--- config.mk ---
export PLATFORM = sky130hd
export DESIGN_NAME = gpr_file
export DESIGN_NICKNAME = d
export VERILOG_FILES = /design/src/rtl/gpr_pkg.sv /design/src/rtl/gpr_ctrl.sv /design/src/rtl/gpr_dp.sv /design/src/rtl/gpr_file.sv
export SDC_FILE = /design/constraint.sdc
export NUM_CORES = 1
export LEC_CHECK = 0
export BUFFER_PORTS_ARGS = -buffer_cell sky130_fd_sc_hd__buf_2
export CORE_MARGIN = 3
export CORE_UTILIZATION = 59
export CTS_CLUSTER_SIZE = 28
export DETAILED_ROUTE_END_ITERATION = 10
export PLACE_DENSITY = 0.84
export SLEW_MARGIN = 20
export SYNTH_ARGS = -nofsm -noshare
export SYNTH_HDL_FRONTEND = slang
export SYNTH_HIERARCHICAL = 1
export SYNTH_SLANG_ARGS = --single-unit
--- constraint.sdc ---
create_clock -name clk -period 4 [get_ports clk]
set_clock_uncertainty 0.05 [all_clocks]
set_input_delay 0.4 -clock clk [delete_from_list [all_inputs] [get_ports clk]]
set_output_delay 0.4 -clock clk [all_outputs]
set_load 0.005 [all_outputs]
--- src/rtl/gpr_pkg.sv ---
package gpr_pkg;
  localparam int GPR_COUNT = 32;
  localparam int GPR_W = 8;
  localparam int GPR_AW = $clog2(GPR_COUNT);

  typedef enum logic [1:0] {
    SRC_GEN_BYTE = 2'd0,
    SRC_GEN_PAIR = 2'd1,
    SRC_MEM      = 2'd2,
    SRC_PTR      = 2'd3
  } gpr_src_e;

  typedef struct packed {
    logic [GPR_COUNT-1:0]     en;
    gpr_src_e [GPR_COUNT-1:0] src;
    logic                     memHit;
  } gpr_strobe_t;
endpackage

--- src/rtl/gpr_ctrl.sv ---
module gpr_ctrl
  import gpr_pkg::*;
#(
  parameter int NUM_PTRS = 3,
  parameter int PTR_BASE = 26,
  parameter int MEM_AW = 16,
  parameter int PSEL_W = 2
) (
  input  logic              wrEn,
  input  logic              wrWide,
  input  logic [GPR_AW-1:0] wrAddr,
  input  logic              ptrWrEn,
  input  logic [PSEL_W-1:0] ptrSel,
  input  logic [MEM_AW-1:0] memAddr,
  input  logic              memWrEn,
  input  logic [GPR_AW-1:0] pairRdAddr,
  output gpr_strobe_t       stb,
  output logic              wrErr,
  output logic              pairRdErr
);
  localparam int PTR_PAIR0 = PTR_BASE / 2;

  logic memHit;
  assign memHit = (memAddr < MEM_AW'(GPR_COUNT));
  assign wrErr = wrEn & wrWide & wrAddr[0];
  assign pairRdErr = pairRdAddr[0];

  always_comb begin
    stb.memHit = memHit;
    for (int r = 0; r < GPR_COUNT; r++) begin
      // lowest priority first; later matches override
      stb.en[r] = 1'b0;
      stb.src[r] = SRC_GEN_BYTE;
      for (int j = 0; j < NUM_PTRS; j++) begin
        if (ptrWrEn && int'(ptrSel) == j && (r / 2) == PTR_PAIR0 + j) begin
          stb.en[r] = 1'b1;
          stb.src[r] = SRC_PTR;
        end
      end
      if (memWrEn && memHit && int'(memAddr[GPR_AW-1:0]) == r) begin
        stb.en[r] = 1'b1;
        stb.src[r] = SRC_MEM;
      end
      if (wrEn && !wrWide && int'(wrAddr) == r) begin
        stb.en[r] = 1'b1;
        stb.src[r] = SRC_GEN_BYTE;
      end
      if (wrEn && wrWide && !wrAddr[0] && int'(wrAddr[GPR_AW-1:1]) == (r / 2)) begin
        stb.en[r] = 1'b1;
        stb.src[r] = SRC_GEN_PAIR;
      end
    end
  end
endmodule

--- src/rtl/gpr_dp.sv ---
module gpr_dp
  import gpr_pkg::*;
#(
  parameter int NUM_PTRS = 3,
  parameter int PTR_BASE = 26,
  parameter int MEM_AW = 16
) (
  input  logic                     clk,
  input  logic                     rst,
  input  gpr_strobe_t              stb,
  input  logic [2*GPR_W-1:0]       wrData,
  input  logic [GPR_W-1:0]         memWrData,
  input  logic [2*GPR_W-1:0]       ptrWrData,
  input  logic [GPR_AW-1:0]        rdAddrA,
  input  logic [GPR_AW-1:0]        rdAddrB,
  input  logic [GPR_AW-1:0]        pairRdAddr,
  input  logic [MEM_AW-1:0]        memAddr,
  output logic [GPR_W-1:0]         rdDataA,
  output logic [GPR_W-1:0]         rdDataB,
  output logic [2*GPR_W-1:0]       pairRdData,
  output logic [GPR_W-1:0]         memRdData,
  output logic [NUM_PTRS*2*GPR_W-1:0] ptrWords,
  output logic [GPR_COUNT*GPR_W-1:0]  regView
);
  logic [GPR_W-1:0] regs [GPR_COUNT];

  for (genvar r = 0; r < GPR_COUNT; r++) begin : g_reg
    logic [GPR_W-1:0] nextByte;
    always_comb begin
      case (stb.src[r])
        SRC_GEN_BYTE: nextByte = wrData[GPR_W-1:0];
        SRC_GEN_PAIR: nextByte = (r % 2 == 1) ? wrData[2*GPR_W-1:GPR_W] : wrData[GPR_W-1:0];
        SRC_MEM:      nextByte = memWrData;
        default:      nextByte = (r % 2 == 1) ? ptrWrData[2*GPR_W-1:GPR_W] : ptrWrData[GPR_W-1:0];
      endcase
    end
    always_ff @(posedge clk) begin
      if (rst) regs[r] <= '0;
      else if (stb.en[r]) regs[r] <= nextByte;
    end
    assign regView[r*GPR_W +: GPR_W] = regs[r];
  end

  for (genvar j = 0; j < NUM_PTRS; j++) begin : g_ptr
    assign ptrWords[j*2*GPR_W +: 2*GPR_W] = {regs[PTR_BASE + 2*j + 1], regs[PTR_BASE + 2*j]};
  end

  assign rdDataA = regs[rdAddrA];
  assign rdDataB = regs[rdAddrB];
  assign pairRdData = pairRdAddr[0] ? '0 :
                      {regs[{pairRdAddr[GPR_AW-1:1], 1'b1}], regs[{pairRdAddr[GPR_AW-1:1], 1'b0}]};
  assign memRdData = stb.memHit ? regs[memAddr[GPR_AW-1:0]] : '0;
endmodule

--- src/rtl/gpr_file.sv ---
module gpr_file
  import gpr_pkg::*;
#(
  parameter int NUM_PTRS = 3,
  parameter int PTR_BASE = 26,
  parameter int MEM_AW = 16,
  localparam int PSEL_W = (NUM_PTRS > 1) ? $clog2(NUM_PTRS + 1) : 1
) (
  input  logic                        clk,
  input  logic                        rst,
  input  logic [GPR_AW-1:0]           rdAddrA,
  output logic [GPR_W-1:0]            rdDataA,
  input  logic [GPR_AW-1:0]           rdAddrB,
  output logic [GPR_W-1:0]            rdDataB,
  input  logic [GPR_AW-1:0]           pairRdAddr,
  output logic [2*GPR_W-1:0]          pairRdData,
  output logic                        pairRdErr,
  input  logic                        wrEn,
  input  logic                        wrWide,
  input  logic [GPR_AW-1:0]           wrAddr,
  input  logic [2*GPR_W-1:0]          wrData,
  output logic                        wrErr,
  input  logic                        ptrWrEn,
  input  logic [PSEL_W-1:0]           ptrSel,
  input  logic [2*GPR_W-1:0]          ptrWrData,
  output logic [NUM_PTRS*2*GPR_W-1:0] ptrWords,
  input  logic [MEM_AW-1:0]           memAddr,
  input  logic                        memWrEn,
  input  logic [GPR_W-1:0]            memWrData,
  output logic [GPR_W-1:0]            memRdData,
  output logic                        memHit
);
  gpr_strobe_t stb;
  logic [GPR_COUNT*GPR_W-1:0] regView;

  gpr_ctrl #(.NUM_PTRS(NUM_PTRS), .PTR_BASE(PTR_BASE), .MEM_AW(MEM_AW), .PSEL_W(PSEL_W)) u_ctrl (
    .wrEn(wrEn), .wrWide(wrWide), .wrAddr(wrAddr), .ptrWrEn(ptrWrEn), .ptrSel(ptrSel),
    .memAddr(memAddr), .memWrEn(memWrEn), .pairRdAddr(pairRdAddr),
    .stb(stb), .wrErr(wrErr), .pairRdErr(pairRdErr)
  );

  gpr_dp #(.NUM_PTRS(NUM_PTRS), .PTR_BASE(PTR_BASE), .MEM_AW(MEM_AW)) u_dp (
    .clk(clk), .rst(rst), .stb(stb), .wrData(wrData), .memWrData(memWrData),
    .ptrWrData(ptrWrData), .rdAddrA(rdAddrA), .rdAddrB(rdAddrB), .pairRdAddr(pairRdAddr),
    .memAddr(memAddr), .rdDataA(rdDataA), .rdDataB(rdDataB), .pairRdData(pairRdData),
    .memRdData(memRdData), .ptrWords(ptrWords), .regView(regView)
  );

  assign memHit = stb.memHit;
endmodule

==> results.py <==
metrics = {
    "run_status": {
        "outcome": "complete, no violations",
    },
    "pwr": {
        "seq_power_share_pct": 42.8,
        "post-layout-total-power_mw": 8.21,
        "p_int_mw": 5.61,
        "pwr-share-comb_pct": 24.9,
        "switching_share_pct": 31.6,
        "ir_worst_vdd_v": 0.000349,
        "p_clk_share_pct": 32.3,
        "p_sw_mw": 2.60,
        "leakage_nw": 8.40,
        "p_per_area_mw_per_mm2": 309,
    },
    "cts": {
        "htreeDepth": 1,
        "clock_path_buffers": 3,
        "cts_root_buf": "clkbuf_16",
        "path_clk_slew_ns": 0.06,
        "cts_buffers": 28,
        "clock-sinks": 256,
        "cts_setup_buffers": 0,
        "cts_hold_repair.buffers": 0,
        "post_cts_resized": 0,
        "cts_tree": "built",
    },
    "global_routing": {
        "grt_max_degree": 65,
        "grt_pass1_vias": 19284,
        "grt_pass1_wl_mm": 151,
        "grt-ovfl-total": 0,
        "grt_usage_pct": 49.5,
        "antenna_found_initial": 10,
    },
    "sta": {
        "worst_slew_pin_slew_ns": 1.19,
        "relSlewSlack_pct": 19.9,
        "setup-tns-final_ns": 0,
        "max_freq_mhz": 284,
        "fin_crit_sh_pct": 88.0,
        "min_period_ns": 3.52,
        "rsz0062_at_grt": "no",
        "hold_viol_final": 0,
        "setup_viol": 0,
        "maxSlewViolCount": 0,
        "whs_ns": 0.478,
    },
    "layout": {
        "multi_input_area_mm2": 0.0157,
        "final_util_pct": 64.7,
        "top_regs": "u_dp/regs (256)",
        "nNetsFinal": 1933,
        "final_layout_size_suffix_gt1_share_pct": 43.5,
        "nFillCells": 2925,
        "top_register": "u_dp/regs",
        "largest_reg_flops": 256,
        "regArea_mm2": 0.00769,
        "area_growth_pct": 8.08,
    },
    "logic_synthesis": {
        "avgSynthCellArea_um2": 13.2,
        "synth_cells": 1856,
        "syn-cell-area_mm2": 0.0246,
        "yosys_warnings": 6,
        "synth_fp_nets": 1940,
    },
    "critical_path": {
        "worstSetupPathType": "input pin to output port",
        "required_ns": 3.55,
        "arrival_ns": 3.07,
        "worstSetupEndpointType": "output port",
        "startpoint_type": "input pin",
        "crit_fanout": 10,
    },
    "floorplan": {
        "fp.dieH_um": 210,
        "die_w_um": 210,
        "fp-row-count": 74,
        "pin_count": 175,
        "start_util_pct": 59.9,
        "die_area_mm2": 0.0441,
        "core-area_mm2": 0.0410,
    },
    "placed_design": {
        "port_buffers": 174,
        "hpwl_mm": 78.7,
        "place_congestion": 1.09,
    },
    "route": {
        "ant_nets": 0,
        "drt_wl_total_mm": 110,
        "vias": 20901,
        "drc": 0,
        "initialDrtViolationCount": 4419,
        "via_per_inst": 8.66,
        "dr.pass1.iters": 6,
        "detail_route.wl_per_cell_um": 45.7,
    },
    "hold_path": {
        "hold_path_class": "input pin to register",
    },
    "run": {
        "maxCapViolCount": 0,
    },
}
metrics by stage:
step                setup WS [ns]  instance area (um2)  std cells
floorplan                   0.910                24600       1856
global placement            0.524                25600       2351
detailed placement          0.444                25600       2351
CTS                         0.680                26500       2403
global route                0.508                26500       2404
finish                      0.480                26500       2413
layout make-up:
type,count,area share [%]
timing repair buffer,250,5.94
clock inverter,17,0.632
inverter,1,0.0141
tap,532,2.51
multi-input combinational,1312,59.0
sequential,256,29.0
clock buffer,35,2.82
antenna,10,0.0943
metal layers:
metal  part of all wire, %  up-vias  track usage, %
li1                      -     7528               -
met1                    31    10249            64.2
met2                    43     2577            72.3
met3                    18      543            19.3
met4                   7.9        4            28.0
met5                 0.021        -               0
cell usage in the layout, fill, tap and decap left out, types with 3 or more instances in the layout:
cell type and instances:
a31oi_1 8, o22ai_2 3, o221ai_1 8, buf_12 10
or2_2 34, clkinv_1 5, mux4_2 425, and2_1 5
a221oi_1 7, diode_2 10, a21o_1 3, mux2i_1 144
nand3b_1 4, a211oi_1 130, nor3_1 5, a22oi_1 9
nor2_1 149, clkinv_2 6, o21ai_1 3, o21ai_0 28
nand2b_1 39, bufinv_16 3, mux2_2 33, clkbuf_16 29
a21oi_1 25, buf_2 170, clkbuf_1 6, nor2b_1 152
nor2_2 13, edfxtp_1 256, buf_4 70, nand2_1 48
nand3_1 7, nor4_4 8
worst paths after layout:
path | startpoint | slack, ns | cells past startpoint | to
worst min-delay path | ptrWrData[5] | 0.48 | 3 | u_dp/regs[0][5]
worst max-delay path | memAddr[9] | 0.48 | 7 | memRdData[1]
power by group through the flow:
stage          clock [mW]  combinational (mW)  sequential, mW
6_report             2.65                2.05            3.51
5_1_grt              2.74                2.08            3.49
4_1_cts              2.63                1.95            3.48
3_5_place_dp            0                1.93            3.54
3_3_place_gp            0                1.91            3.53
2_1_floorplan           0                1.30            3.29
worst max-delay path: stages:
cell      delay (ns)
buf_2           0.09
or4_1           0.91
nor3_1          0.39
buf_4           0.30
o221ai_1        0.40
a31oi_1         0.38
buf_2           0.19
Power figures use the tool's default switching activity.
